### src/rtl/fdc_pkg.sv
package fdc_pkg;
  localparam int CMD_MAX   = 9;
  localparam int CNT_W     = $clog2(CMD_MAX + 1);
  localparam int DRIVES    = 4;
  localparam int DSEL_W    = $clog2(DRIVES);
  localparam int RES_LEN   = 7;
  localparam int RIDX_W    = $clog2(RES_LEN + 1);

  localparam logic [4:0] CODE_READ = 5'h06;
  localparam logic [4:0] CODE_TIME = 5'h03;
  localparam int LEN_READ  = 9;
  localparam int LEN_TIME  = 3;

  localparam logic [7:0] ST0_INVALID = 8'h80;
  localparam logic [1:0] ST0_ABNORMAL = 2'b01;
  localparam logic [7:0] ST1_NO_DATA = 8'h04;

  typedef enum logic [1:0] {PH_CMD, PH_EXEC, PH_RES} phase_t;
endpackage

### src/rtl/fdc_cmd_decode.sv
module fdc_cmd_decode
  import fdc_pkg::*;
(
  input  logic [4:0]       code,
  output logic [CNT_W-1:0] cmd_len,
  output logic             known,
  output logic             has_exec
);
  always_comb begin
    cmd_len  = CNT_W'(1);
    known    = 1'b0;
    has_exec = 1'b0;
    case (code)
      CODE_READ: begin
        cmd_len  = CNT_W'(LEN_READ);
        known    = 1'b1;
        has_exec = 1'b1;
      end
      CODE_TIME: begin
        cmd_len  = CNT_W'(LEN_TIME);
        known    = 1'b1;
      end
      default: ;
    endcase
  end
endmodule

### src/rtl/fdc_result_rec.sv
module fdc_result_rec
  import fdc_pkg::*;
(
  input  logic [RIDX_W-1:0] idx,
  input  logic              invalid,
  input  logic              abnormal,
  input  logic [DSEL_W:0]   unit_head,
  input  logic [3:0][7:0]   chrn,
  output logic [7:0]        res_byte
);
  logic [7:0] st0;

  always_comb begin
    st0 = {abnormal ? ST0_ABNORMAL : 2'b00, {(6-DSEL_W-1){1'b0}}, unit_head};
    if (invalid) st0 = ST0_INVALID;
  end

  always_comb begin
    case (idx)
      RIDX_W'(0): res_byte = st0;
      RIDX_W'(1): res_byte = abnormal ? ST1_NO_DATA : 8'h00;
      RIDX_W'(2): res_byte = 8'h00;
      RIDX_W'(3): res_byte = chrn[0];
      RIDX_W'(4): res_byte = chrn[1];
      RIDX_W'(5): res_byte = chrn[2];
      RIDX_W'(6): res_byte = chrn[3];
      default:    res_byte = 8'h00;
    endcase
  end
endmodule

### src/rtl/fdc_host_seq.sv
module fdc_host_seq
  import fdc_pkg::*;
#(
  parameter int SECTOR_BYTES = 4
) (
  input  logic       clk,
  input  logic       rst,
  input  logic       host_wr_stb,
  input  logic       host_rd_stb,
  input  logic [7:0] host_wdata,
  output logic [7:0] host_rdata,
  output logic [7:0] msr,
  output logic       drv_req,
  input  logic       drv_ack,
  input  logic       drv_eod,
  input  logic [7:0] drv_data
);
  localparam int XW = $clog2(SECTOR_BYTES + 1);

  phase_t             phase_q;
  logic               rqm_q, busy_q, req_q, exec_q, inval_q, abn_q;
  logic [CNT_W-1:0]   cnt_q, len_q;
  logic [XW-1:0]      xfer_q;
  logic [RIDX_W-1:0]  ridx_q, rlen_q;
  logic [DSEL_W:0]    sel_q;
  logic [3:0][7:0]    chrn_q;
  logic [7:0]         rdata_q;

  logic [CNT_W-1:0]   dec_len;
  logic               dec_known, dec_exec;
  logic [7:0]         res_byte;
  logic               wr_acc, rd_acc, dio, exm;
  logic [DRIVES-1:0]  drv_busy;

  fdc_cmd_decode u_decode (
    .code     (host_wdata[4:0]),
    .cmd_len  (dec_len),
    .known    (dec_known),
    .has_exec (dec_exec)
  );

  fdc_result_rec u_result (
    .idx       (ridx_q),
    .invalid   (inval_q),
    .abnormal  (abn_q),
    .unit_head (sel_q),
    .chrn      (chrn_q),
    .res_byte  (res_byte)
  );

  assign dio    = (phase_q != PH_CMD);
  assign exm    = (phase_q == PH_EXEC);
  assign wr_acc = host_wr_stb && rqm_q && !dio;
  assign rd_acc = host_rd_stb && rqm_q && dio;

  for (genvar g = 0; g < DRIVES; g++) begin : g_drv
    assign drv_busy[g] = exm && (sel_q[DSEL_W-1:0] == DSEL_W'(g));
  end

  assign msr        = {rqm_q, dio, exm, busy_q, drv_busy};
  assign host_rdata = rdata_q;
  assign drv_req    = req_q;

  always_ff @(posedge clk) begin
    if (rst) begin
      phase_q <= PH_CMD;
      rqm_q   <= 1'b1;
      busy_q  <= 1'b0;
      req_q   <= 1'b0;
      exec_q  <= 1'b0;
      inval_q <= 1'b0;
      abn_q   <= 1'b0;
      cnt_q   <= '0;
      len_q   <= '0;
      xfer_q  <= '0;
      ridx_q  <= '0;
      rlen_q  <= '0;
      sel_q   <= '0;
      chrn_q  <= '0;
      rdata_q <= '0;
    end else begin
      case (phase_q)
        PH_CMD: begin
          if (wr_acc) begin
            rqm_q  <= 1'b0;
            busy_q <= 1'b1;
            if (cnt_q == '0) begin
              if (!dec_known) begin
                phase_q <= PH_RES;
                inval_q <= 1'b1;
                abn_q   <= 1'b0;
                ridx_q  <= '0;
                rlen_q  <= RIDX_W'(1);
              end else begin
                len_q  <= dec_len;
                exec_q <= dec_exec;
                cnt_q  <= CNT_W'(1);
              end
            end else begin
              if (cnt_q == CNT_W'(1)) sel_q <= host_wdata[DSEL_W:0];
              if (cnt_q >= CNT_W'(2) && cnt_q <= CNT_W'(5))
                chrn_q[2'(cnt_q - CNT_W'(2))] <= host_wdata;
              if (cnt_q + CNT_W'(1) == len_q) begin
                cnt_q <= '0;
                if (exec_q) begin
                  phase_q <= PH_EXEC;
                  req_q   <= 1'b1;
                  xfer_q  <= '0;
                  inval_q <= 1'b0;
                  abn_q   <= 1'b0;
                end else begin
                  busy_q <= 1'b0;
                end
              end else begin
                cnt_q <= cnt_q + CNT_W'(1);
              end
            end
          end else begin
            rqm_q <= 1'b1;
          end
        end
        PH_EXEC: begin
          if (req_q && drv_ack) begin
            rdata_q <= drv_data;
            rqm_q   <= 1'b1;
            req_q   <= 1'b0;
          end else if (req_q && drv_eod) begin
            req_q   <= 1'b0;
            abn_q   <= 1'b1;
            phase_q <= PH_RES;
            ridx_q  <= '0;
            rlen_q  <= RIDX_W'(RES_LEN);
            rqm_q   <= 1'b0;
          end else if (rd_acc) begin
            rqm_q <= 1'b0;
            if (xfer_q == XW'(SECTOR_BYTES - 1)) begin
              phase_q <= PH_RES;
              ridx_q  <= '0;
              rlen_q  <= RIDX_W'(RES_LEN);
            end else begin
              xfer_q <= xfer_q + XW'(1);
              req_q  <= 1'b1;
            end
          end
        end
        PH_RES: begin
          rdata_q <= res_byte;
          if (rd_acc) begin
            rqm_q <= 1'b0;
            if (ridx_q + RIDX_W'(1) == rlen_q) begin
              phase_q <= PH_CMD;
              busy_q  <= 1'b0;
              ridx_q  <= '0;
            end else begin
              ridx_q <= ridx_q + RIDX_W'(1);
            end
          end else begin
            rqm_q <= 1'b1;
          end
        end
        default: phase_q <= PH_CMD;
      endcase
    end
  end


  wr_gap_chk: assert property (@(posedge clk) disable iff (rst)
    wr_acc |=> !rqm_q);


  rd_gap_chk: assert property (@(posedge clk) disable iff (rst)
    rd_acc |=> !rqm_q);


  exm_busy_chk: assert property (@(posedge clk) disable iff (rst)
    msr[5] |-> msr[4]);


  req_offer_chk: assert property (@(posedge clk) disable iff (rst)
    (exm && req_q) |-> !rqm_q);


  dio_busy_chk: assert property (@(posedge clk) disable iff (rst)
    msr[6] |-> msr[4]);


  res_hold_chk: assert property (@(posedge clk) disable iff (rst)
    (phase_q == PH_RES && !host_rd_stb) |=> (phase_q == PH_RES) && $stable(ridx_q));


  cmd_hold_chk: assert property (@(posedge clk) disable iff (rst)
    (phase_q == PH_CMD && cnt_q != '0 && !host_wr_stb) |=> (phase_q == PH_CMD) && $stable(cnt_q));
endmodule

### config.mk
export PLATFORM = sky130hd
export DESIGN_NAME = fdc_host_seq
export DESIGN_NICKNAME = d
export VERILOG_FILES = /design/src/rtl/fdc_pkg.sv /design/src/rtl/fdc_cmd_decode.sv /design/src/rtl/fdc_result_rec.sv /design/src/rtl/fdc_host_seq.sv
export SDC_FILE = /design/constraint.sdc
export NUM_CORES = 1
export LEC_CHECK = 0
export ABC_AREA = 1
export ABC_CLOCK_PERIOD_IN_PS = 4059
export CAP_MARGIN = 10
export CORE_AREA = 4 4 99 101
export DETAILED_ROUTE_END_ITERATION = 7
export DIE_AREA = 0 0 103 105
export DONT_BUFFER_PORTS = 1
export SETUP_SLACK_MARGIN = 0.5
export SYNTH_ARGS = -nofsm -noshare
export SYNTH_HDL_FRONTEND = slang
export SYNTH_SLANG_ARGS = --single-unit
### constraint.sdc
create_clock -name clk -period 4.06 [get_ports clk]
set_input_delay 0.812 -clock clk [delete_from_list [all_inputs] [get_ports clk]]
set_output_delay 0.812 -clock clk [all_outputs]
set_load 0.05 [all_outputs]
==> run metrics <==
I/O pin cnt=39; CTS tree=built; FP Rows=35; H-Tree Depth=3; HPWL after detailed placement=6260 um; P_sw=0.899 mW; met2 Use GR=a little over a quarter; initial antenna violation count=0; crit-path cells=inv_1 > ha_1 > inv_2 > nor3_1 > buf_4; # port buffers=0; drt total wl=~8600 um; cell count after synthesis=493; # nets final=530; met1 Resource Use GR=~21%; register area share after synthesis=a little under two fifths; CTS resizes=0; Final Cycle Share=approximately three quarters; setup violators final=0; total power=between 2 and 2.5 mW; Die ar.=between 10000 and 15000 sq um; GRT overflow=0; initial core utilization=~39%; DP Area=3560 sq um; worst path arrival time=~2.2 ns; final hold violation count=0; Placement Setup Slack=around 1.5 ns; Reg2Reg Depth=6; Syn Area/Cell=between 7 and 8 sq um; clock root buffer=clkbuf_8; clk slew on worst S/H paths=approximately 0.070 ns; Clk Latency, worst-skew pair=roughly 0.34 ns; top area cells in the synthesized netlist=dfxtp_1 (37%), nand2_1 (10%), o21ai_0 (8.0%); Most Crowded Layer GR=met2; Levels on crit path=5; drt pass-1 iters=4; die width=103 um; GR Layer Usage met3=under 10%; Worst Skew=0.00819 ns; post-route setup slack=1.09 ns; CTS max path bufs=2; most common cell after layout, fill and taps aside=nand2_1; Tmin final=2.97 ns; Layout Cells excl Fill=609; Inst Count DP=between 500 and 600; WHS Path Cells=2; ys flop type=dfxtp_1; maximum VDD drop=between 0.3 and 0.4 mV; max frequency=around 340 MHz; Synth Net Count=530; Netlist cell types=39; Area Overhead vs Synth=9.02%; max-cap violations=0; vias per inst=just over 5; most frequent cells in the layout=nand2_1 (93), dfxtp_1 (65), inv_1 (64); synthesized cell area=~3500 sq um; Logic pwr share=29.1%; Slew Limit Fails=0; CP delay by family, top=adder cells; Placer Congestion=between 0.8 and 0.9; Yosys warnings=0; Setup TNS Final=0 ns; startpoint types=flip-flop; Leak=1.55 nW; ratio of cells with drive above 1 in the final layout=a little under a tenth; WL per Instance=roughly 14 um; Die Y-Extent=105 um; hold crit path type=flip-flop to flip-flop; slowest CP cell=ha_1; number of synthesized flops with an enable pin=0; total number of vias=between 3000 and 4000; vias in the first global route=about 2900; worst path required time=~3.3 ns; Crit path buffers/inverters=3; ys async rst share=0%; pwr dens=about 570 nW/um^2; Net Sw Frac=between 40 and 50%; crit-path max cell delay=roughly 0.7 ns; first-pass GRT wire length=around 14000 um; CTS sink cnt=65; CP Class=flip-flop to primary output; Initial DRC Count=142; CTS Buf Count=9; clock power share=~28%; Hold Buf Count CTS=0; Int Power=between 1 and 1.5 mW; n_diodes=0; DRC viols=0; Final Core Density=roughly 42%; sequential share of power=42.5%; CP endpoint kind=primary output; Core Box Area=between 9000 and 10000 sq um; hold_ws=between 0.4 and 0.5 ns; Seq cells post-synth=65; largest net degree at the start of global routing=46; Max Fanout on Critical Path=10; post-route cell area=approximately 3800 sq um; Setup Buffers After CTS=0; Max-slew headroom=45.3%; Yosys top cell area share=about 37%; cell taking the most area after synthesis=dfxtp_1; status=complete, no violations; Final ANT Viol Nets=0; RSZ-0062 raised after global routing=no; worst-margin pin slew=0.821 ns; total track usage=approximately 17%
cells in the mapped netlist (2+ instances only):
master / instances
o2111ai_1: 4
nand2_4: 2
nor2_2: 4
nand2_1: 93
a21oi_1: 49
nand4_1: 8
nor3_1: 7
inv_1: 64
o211ai_1: 2
ha_1: 15
dfxtp_1: 65
o22ai_1: 2
nand3_1: 16
buf_6: 4
o21ai_1: 7
buf_4: 4
clkbuf_1: 7
nor2_1: 48
a211oi_1: 2
nand3_2: 5
o21ai_0: 56
a31oi_1: 7
buf_2: 2
xor2_1: 2
inv_2: 4
cells by family (layout without fill, tap and decap cells):
logic type                 after synthesis  count (layout)  share of synthesized area [%]
AOI/OAI and AO/OA                      132             132                           20.6
xor gates and xnor gates                 2               2                          0.501
adders and majority gates               15              15                           5.37
buffers and inverters                   89              94                           11.2
DFF                                     65              65                           37.2
and+or+nand+nor                        190             190                           25.2
final cells by class:
cell class | instances | area, sq um
Fill cell | 950 | 5210
Multi-Input combinational cell | 339 | 1810
Sequential cell | 65 | 1300
Inverter | 71 | 274
Tap cell | 111 | 139
Clock buffer | 10 | 128
Clock inverter | 6 | 92.6
Timing Repair Buffer | 7 | 72.6
power by group through the flow:
stage	combinational, mW	sequential, mW	clock [mW]
3_5_place_dp	0.624	0.936	0
3_3_place_gp	0.618	0.934	0
5_1_grt	0.726	0.930	0.657
6_report	0.629	0.919	0.614
2_1_floorplan	0.558	0.891	0
4_1_cts	0.627	0.921	0.626
tightest hold or removal path, cell delays in order (launching register included):
cell and delay [ns]:
dfxtp_1 0.31, inv_1 0.05, a21oi_1 0.05
routing by layer:
| metal | vias to the layer above | routed length, um |
|---|---|---|
| met4 | 0 | 174 |
| li1 | 1625 | - |
| met1 | 1413 | 4050 |
| met3 | 13 | 411 |
| met5 | - | 0 |
| met2 | 51 | 4000 |
state kept, by name, indices dropped and copies added (netlist names):
signal and flops:
host_rdata 8, rqm_q 1, chrn_q 32, rlen_q 2, ridx_q 3, cnt_q 4, drv_req 1, inval_q 1
busy_q 1, abn_q 1, xfer_q 3, sel_q 3, len_q 3, phase_q 2
path summary, 6_finish.rpt:
kind	slack, ns	endpoint	from
setup reg to reg	1.65	host_rdata[4]	phase_q[0]
hold / removal	0.45	chrn_q[11]	chrn_q[11]
hold reg to reg	0.45	chrn_q[11]	chrn_q[11]
setup / recovery	1.09	msr[3]	phase_q[1]
Note: power is estimated with default switching activity, not from simulation.
